===== config.mk =====
export PLATFORM = sky130hd
export DESIGN_NAME = rnmi_trap_ctrl
export DESIGN_NICKNAME = d
export VERILOG_FILES = /design/src/rtl/rnmi_pkg.sv /design/src/rtl/rnmi_csr_bank.sv /design/src/rtl/rnmi_trap_pick.sv /design/src/rtl/rnmi_trap_ctrl.sv
export SDC_FILE = /design/constraint.sdc
export NUM_CORES = 1
export LEC_CHECK = 0
export BUFFER_PORTS_ARGS = -buffer_cell sky130_fd_sc_hd__buf_2
export CAP_MARGIN = 20
export CORE_UTILIZATION = 50
export DETAILED_ROUTE_END_ITERATION = 7
export PLACE_DENSITY = 0.79
export SYNTH_ARGS = -nofsm -noshare
export SYNTH_HDL_FRONTEND = slang
export SYNTH_HIERARCHICAL = 1
export SYNTH_SLANG_ARGS = --single-unit

===== constraint.sdc =====
create_clock -name clk -period 3 [get_ports clk]
set_input_delay 0.45 -clock clk [delete_from_list [all_inputs] [get_ports clk]]
set_output_delay 0.45 -clock clk [all_outputs]
set_load 0.05 [all_outputs]

===== src/rtl/rnmi_pkg.sv =====
package rnmi_pkg;

    localparam logic [11:0] ADDR_SCRATCH = 12'h740;
    localparam logic [11:0] ADDR_EPC     = 12'h741;
    localparam logic [11:0] ADDR_CAUSE   = 12'h742;
    localparam logic [11:0] ADDR_STATUS  = 12'h744;

    localparam logic [1:0] PRIV_U = 2'b00;
    localparam logic [1:0] PRIV_S = 2'b01;
    localparam logic [1:0] PRIV_RSV = 2'b10;
    localparam logic [1:0] PRIV_M = 2'b11;

    localparam int unsigned ST_PP_LO = 11;
    localparam int unsigned ST_PELP  = 9;
    localparam int unsigned ST_PV    = 7;
    localparam int unsigned ST_NMIE  = 3;
    localparam int unsigned ST_W     = 13;

    typedef struct packed {
        logic [1:0] pp;
        logic       pelp;
        logic       pv;
        logic       nmie;
    } rnmi_status_t;

    typedef struct packed {
        logic       redirect;
        logic [1:0] priv;
        logic       virt;
        logic       mprv_clr;
    } rnmi_step_t;

    function automatic logic [ST_W-1:0] status_image(input rnmi_status_t s);
        logic [ST_W-1:0] img;
        img = '0;
        img[ST_PP_LO +: 2] = s.pp;
        img[ST_PELP]       = s.pelp;
        img[ST_PV]         = s.pv;
        img[ST_NMIE]       = s.nmie;
        return img;
    endfunction

endpackage


===== src/rtl/rnmi_csr_bank.sv =====
module rnmi_csr_bank
    import rnmi_pkg::*;
#(
    parameter int unsigned XLEN        = 32,
    parameter int unsigned CODE_W      = 8,
    parameter int unsigned ALIGN_LSB   = 1,
    parameter bit          REPORT_CODE = 1'b1
) (
    input  logic              clk,
    input  logic              rst,
    input  logic [11:0]       csr_addr,
    input  logic              csr_we,
    input  logic [XLEN-1:0]   csr_wdata,
    output logic [XLEN-1:0]   csr_rdata,
    output logic              csr_hit,
    input  logic              enter,
    input  logic              leave,
    input  logic [XLEN-1:0]   ent_pc,
    input  logic [1:0]        ent_priv,
    input  logic              ent_virt,
    input  logic              ent_elp,
    input  logic [CODE_W-1:0] ent_code,
    output logic              nmie,
    output logic [XLEN-1:0]   saved_pc,
    output logic [1:0]        prev_priv,
    output logic              prev_virt
);

    localparam logic [XLEN-1:0] PC_MASK = {XLEN{1'b1}} << ALIGN_LSB;
    localparam int unsigned     PAD_W   = XLEN - 1 - CODE_W;

    logic [XLEN-1:0]   scratch_q;
    logic [XLEN-1:0]   epc_q;
    logic [XLEN-1:0]   cause_q;
    rnmi_status_t      stat_q;
    logic [CODE_W-1:0] code_kept;

    generate
        if (REPORT_CODE) begin : g_code
            assign code_kept = ent_code;
        end else begin : g_nocode
            assign code_kept = '0;
        end
    endgenerate

    always_ff @(posedge clk) begin
        if (rst) begin
            scratch_q <= '0;
            epc_q     <= '0;
            cause_q   <= '0;
            stat_q    <= '0;
        end else begin
            if (csr_we && csr_addr == ADDR_SCRATCH) begin
                scratch_q <= csr_wdata;
            end
            if (enter) begin
                epc_q       <= ent_pc & PC_MASK;
                cause_q     <= {1'b1, {PAD_W{1'b0}}, code_kept};
                stat_q.pp   <= ent_priv;
                stat_q.pv   <= ent_virt;
                stat_q.pelp <= ent_elp;
                stat_q.nmie <= 1'b0;
            end else if (leave) begin
                stat_q.nmie <= 1'b1;
            end else if (csr_we) begin
                case (csr_addr)
                    ADDR_EPC:   epc_q   <= csr_wdata & PC_MASK;
                    ADDR_CAUSE: cause_q <= csr_wdata;
                    ADDR_STATUS: begin
                        if (csr_wdata[ST_PP_LO +: 2] != PRIV_RSV) begin
                            stat_q.pp <= csr_wdata[ST_PP_LO +: 2];
                        end
                        stat_q.pelp <= csr_wdata[ST_PELP];
                        stat_q.pv   <= csr_wdata[ST_PV];
                        stat_q.nmie <= stat_q.nmie | csr_wdata[ST_NMIE];
                    end
                    default: ;
                endcase
            end
        end
    end

    always_comb begin
        csr_hit   = 1'b1;
        csr_rdata = '0;
        case (csr_addr)
            ADDR_SCRATCH: csr_rdata = scratch_q;
            ADDR_EPC:     csr_rdata = epc_q & PC_MASK;
            ADDR_CAUSE:   csr_rdata = cause_q;
            ADDR_STATUS:  csr_rdata = XLEN'(status_image(stat_q));
            default:      csr_hit   = 1'b0;
        endcase
    end

    assign nmie      = stat_q.nmie;
    assign saved_pc  = epc_q & PC_MASK;
    assign prev_priv = stat_q.pp;
    assign prev_virt = stat_q.pv;

endmodule


===== src/rtl/rnmi_trap_pick.sv =====
module rnmi_trap_pick
    import rnmi_pkg::*;
#(
    parameter int unsigned     XLEN         = 32,
    parameter logic [XLEN-1:0] RNMI_VEC     = '0,
    parameter logic [XLEN-1:0] RNMI_EXC_VEC = '0
) (
    input  logic            nmi_req,
    input  logic            irq_valid,
    input  logic            exc_valid,
    input  logic            mnret,
    input  logic            nmie,
    input  logic [XLEN-1:0] cur_pc,
    input  logic [1:0]      cur_priv,
    input  logic            cur_virt,
    input  logic [XLEN-1:0] trap_vec,
    input  logic [XLEN-1:0] saved_pc,
    input  logic [1:0]      prev_priv,
    input  logic            prev_virt,
    output logic            take_nmi,
    output logic            do_ret,
    output logic            illegal,
    output logic [XLEN-1:0] next_pc,
    output rnmi_step_t      step
);

    logic in_m;
    logic other_trap;

    always_comb begin
        in_m       = (cur_priv == PRIV_M);
        take_nmi   = nmi_req && nmie;
        other_trap = take_nmi || exc_valid || irq_valid;
        illegal    = mnret && !in_m && !other_trap;
        do_ret     = 1'b0;
        next_pc    = cur_pc;
        step       = '{redirect: 1'b0, priv: cur_priv, virt: cur_virt, mprv_clr: 1'b0};
        if (take_nmi) begin
            next_pc = RNMI_VEC;
            step    = '{redirect: 1'b1, priv: PRIV_M, virt: 1'b0, mprv_clr: 1'b0};
        end else if (exc_valid) begin
            next_pc = (in_m && !nmie) ? RNMI_EXC_VEC : trap_vec;
            step    = '{redirect: 1'b1, priv: PRIV_M, virt: 1'b0, mprv_clr: 1'b0};
        end else if (irq_valid) begin
            next_pc = trap_vec;
            step    = '{redirect: 1'b1, priv: PRIV_M, virt: 1'b0, mprv_clr: 1'b0};
        end else if (mnret && in_m) begin
            do_ret  = 1'b1;
            next_pc = saved_pc;
            step    = '{redirect: 1'b1, priv: prev_priv,
                        virt: (prev_priv != PRIV_M) && prev_virt,
                        mprv_clr: (prev_priv != PRIV_M)};
        end
    end

endmodule


===== src/rtl/rnmi_trap_ctrl.sv =====
module rnmi_trap_ctrl
    import rnmi_pkg::*;
#(
    parameter int unsigned     XLEN         = 32,
    parameter int unsigned     CODE_W       = 8,
    parameter int unsigned     ALIGN_LSB    = 1,
    parameter bit              REPORT_CODE  = 1'b1,
    parameter logic [XLEN-1:0] RNMI_VEC     = XLEN'(32'h0000_0100),
    parameter logic [XLEN-1:0] RNMI_EXC_VEC = XLEN'(32'h0000_0200)
) (
    input  logic              clk,
    input  logic              rst,
    input  logic              nmi_req,
    input  logic [CODE_W-1:0] nmi_code,
    input  logic              irq_valid,
    input  logic              exc_valid,
    input  logic [XLEN-1:0]   trap_vec,
    input  logic              mnret,
    input  logic [XLEN-1:0]   cur_pc,
    input  logic [1:0]        cur_priv,
    input  logic              cur_virt,
    input  logic              cur_elp,
    input  logic              mprv_i,
    input  logic [1:0]        mpp_i,
    input  logic [11:0]       csr_addr,
    input  logic              csr_we,
    input  logic [XLEN-1:0]   csr_wdata,
    output logic [XLEN-1:0]   csr_rdata,
    output logic              csr_hit,
    output logic              redirect,
    output logic [XLEN-1:0]   next_pc,
    output logic [1:0]        next_priv,
    output logic              next_virt,
    output logic              mprv_clr,
    output logic              illegal,
    output logic [1:0]        eff_ls_priv
);

    logic            nmie;
    logic [XLEN-1:0] saved_pc;
    logic [1:0]      prev_priv;
    logic            prev_virt;
    logic            take_nmi;
    logic            do_ret;
    rnmi_step_t      step;

    rnmi_csr_bank #(
        .XLEN(XLEN), .CODE_W(CODE_W), .ALIGN_LSB(ALIGN_LSB), .REPORT_CODE(REPORT_CODE)
    ) i_bank (
        .clk(clk), .rst(rst),
        .csr_addr(csr_addr), .csr_we(csr_we), .csr_wdata(csr_wdata),
        .csr_rdata(csr_rdata), .csr_hit(csr_hit),
        .enter(take_nmi), .leave(do_ret),
        .ent_pc(cur_pc), .ent_priv(cur_priv), .ent_virt(cur_virt),
        .ent_elp(cur_elp), .ent_code(nmi_code),
        .nmie(nmie), .saved_pc(saved_pc), .prev_priv(prev_priv), .prev_virt(prev_virt)
    );

    rnmi_trap_pick #(
        .XLEN(XLEN), .RNMI_VEC(RNMI_VEC), .RNMI_EXC_VEC(RNMI_EXC_VEC)
    ) i_pick (
        .nmi_req(nmi_req), .irq_valid(irq_valid), .exc_valid(exc_valid), .mnret(mnret),
        .nmie(nmie), .cur_pc(cur_pc), .cur_priv(cur_priv), .cur_virt(cur_virt),
        .trap_vec(trap_vec), .saved_pc(saved_pc), .prev_priv(prev_priv),
        .prev_virt(prev_virt), .take_nmi(take_nmi), .do_ret(do_ret),
        .illegal(illegal), .next_pc(next_pc), .step(step)
    );

    assign redirect    = step.redirect;
    assign next_priv   = step.priv;
    assign next_virt   = step.virt;
    assign mprv_clr    = step.mprv_clr;
    assign eff_ls_priv = (nmie && mprv_i) ? mpp_i : cur_priv;

endmodule


==> out/metrics.yaml <==
outcome: "complete, no violations"
fillers: 1092
dp_cells: 1010
syn-num-nets: 839
place.port_buffers: 202
drive_above_1_share: 0.347
grt_first_pass_wirelength_um: 29700
ctsLongestPathBuffers: 2
antenna_found_initial: 0
drt_first_pass_iters: 5
worstReg2RegEnd: "i_bank/cause_q[2]"
r2r_cells: 8
synth-seq-cells: 100
ctsHtreeMaxLevel: 3
min_to: "i_bank/epc_q[29]"
wl_per_cell_um: 18.4
cts_resized: 0
synth_common_cells: "dfxtp_1, a21oi_1, nand2_1"
synth.top_cell.area_share: 0.325
post_cts_buffers: 0
cts_hold_buf: 0
min_path_cells: 3
dp_hpwl_um: 12600
worst_setup_path_start_kind: "input pin"
grt_pass1_vias: 5811
num_rows: 40
synth-edff-count: 0
crit_fanout: 14
synth.distinct_cells: 57
ys_async_sr_fraction: 0
start_util: 0.514
n_antenna_cell: 0
vias: 6297
instances_no_fill: 1024
gp_congestion: 0.888
die_w_um: 113
rsz0062_at_grt: "no"
area_growth_pct: 21.8
path_class: "input pin to output port"
die_y_um: 113
cts_tree: "done"
worst-endpoint-arrival_ns: 2.43
cts_root_buffer: "clkbuf_16"
cts_sinks: 100
insertion_delay_ns: 0.34
critPathRequiredTime_ns: 2.55
max_slew_margin: 0.247
fin_setup_tns_ns: 0
maxCapViolCount: 0
overflow: 0
p_leak_nw: 3.32
drtAntennaViolNets: 0
synth-main-ff-cell: "dfxtp_1"
rrSetupSlack_ns: 0.45
peakVddDrop_uv: 388
ff_latch_area_mm2: 0.00200
clock.fmax_mhz: 348
synth_area_mm2: 0.00617
synth_top_cell_by_area: "dfxtp_1"
seq_area_frac_synth: 0.325
grt_max_degree: 64
die_area_mm2: 0.0128
hold_violations: 0
yosys_warnings: 6
tightestPinTransition_ns: 1.13
nNetsFinal: 1004
drv_slew: 0
multiInputGateArea_mm2: 0.00365
fin_crit_sh: 0.959
drc: 0
skew_ns: 0.00328
wirelength_um: 18800
worstHoldStart: "cur_pc[29]"
grt_use_total: 0.292
cts_buffers: 9
drt_iter0_markers: 401
synthTopCellsByArea: "dfxtp_1, a2111oi_2, mux2i_1, nand4b_1, a21oi_1"
setup_viol: 0
power_density_mw_per_mm2: 404
syn_inst: 709
r2r-start: "i_bank/nmie"
avgSynthCellArea_um2: 8.70
core_area_mm2: 0.0120
clk_pin_slew_worst_paths_ns: 0.07
min_period_ns: 2.88
viasPerCell: 6.15
io_pins: 203
hold_path_class: "input pin to flip-flop"
yosys.cell_count.top_type: "dfxtp_1"
cp-end-kind: "output port"
sequential cells by signal, summed over array words and instances (netlist names):
signal,flops
i_bank/epc_q,31
i_bank/stat_q,1
i_bank/prev_priv,2
i_bank/prev_virt,1
i_bank/nmie,1
i_bank/scratch_q,32
i_bank/cause_q,32
layout by cell type, fill, tap and decap left out, types with 2 or more instances in the layout:
cell	n
a21oi_1	60
clkbuf_16	9
clkinvlp_4	2
clkinv_2	3
nor3_1	42
a311oi_1	2
mux2i_1	36
a2111oi_2	37
or2_2	2
nor2_1	34
nand2_1	57
inv_1	27
nand4b_1	35
nand3_1	3
and3_1	2
nor4_2	2
dfxtp_1	100
o21ai_0	43
o2bb2ai_1	29
or4bb_1	2
buf_4	30
a211oi_1	3
or4_1	2
nor4_4	3
a22oi_1	5
buf_2	200
a21o_1	26
buf_12	3
mux2_2	3
a22o_1	27
nor3b_1	20
a2111oi_0	2
worst max-delay path, cell delays in order:
cell,delay [ns]
buf_2,0.13
or2_2,0.31
or4_1,0.68
nor2_8,0.26
buf_12,0.18
a22o_1,0.15
buf_2,0.26
layer usage:
metal  routed length (um)  vias up  part of all wire  GRT usage
met4                  401        0             0.021      0.104
li1                     -     2985                 -          -
met3                 1450       34             0.077     0.0477
met2                 9080      314              0.48      0.500
met5                    0        -                 0          0
met1                 7870     2964              0.42      0.371
how the worst max path moves through the flow:
stage | to | cells after the start | startpoint
floorplan | csr_rdata[11] | 6 | csr_addr[5]
global placement | csr_rdata[30] | 7 | csr_addr[1]
detailed placement | csr_rdata[0] | 7 | csr_addr[1]
CTS | csr_rdata[0] | 7 | csr_addr[1]
global route | csr_rdata[2] | 7 | csr_addr[1]
finish | csr_rdata[0] | 7 | csr_addr[1]
cell families (layout without fill, tap and decap cells):
logic type	Yosys count	count (layout)	synth area share
fa+ha+maj	1	1	0.00162
other cells	1	1	0.000608
compound gates	241	241	0.310
mux	39	39	0.0639
simple gates	220	220	0.213
flops	100	100	0.325
buf+inv	107	275	0.0860
through the flow:
step	instance area, um^2	util	hold slack, ns	worst slack (ns)	power (mW)
2_1_floorplan	6170	-	0.432	-0.298	1.74
3_3_place_gp	7230	0.602	0.438	0.150	1.93
3_5_place_dp	7230	0.602	0.444	0.123	1.93
4_1_cts	7510	0.626	0.362	0.121	3.05
5_1_grt	7510	0.626	0.368	0.0834	3.13
6_report	7510	0.626	0.371	0.123	3.04
final cells by class:
| class | count | area share |
|---|---|---|
| Multi-Input combinational cell | 502 | 0.486 |
| Sequential cell | 100 | 0.266 |
| Timing Repair Buffer | 233 | 0.171 |
| Clock buffer | 9 | 0.0300 |
| Tap cell | 147 | 0.0245 |
| Inverter | 28 | 0.0142 |
| Clock inverter | 5 | 0.00733 |
power breakdown:
part / switching [mW] / internal (mW) / leakage, nW / total, mW
clock: 0.502 / 0.635 / 0.133 / 1.14
combinational: 0.377 / 0.181 / 2.38 / 0.558
sequential: 0.00805 / 1.34 / 0.806 / 1.34
total: 0.887 / 2.15 / 3.32 / 3.04
(Power assumes the default switching activity.)
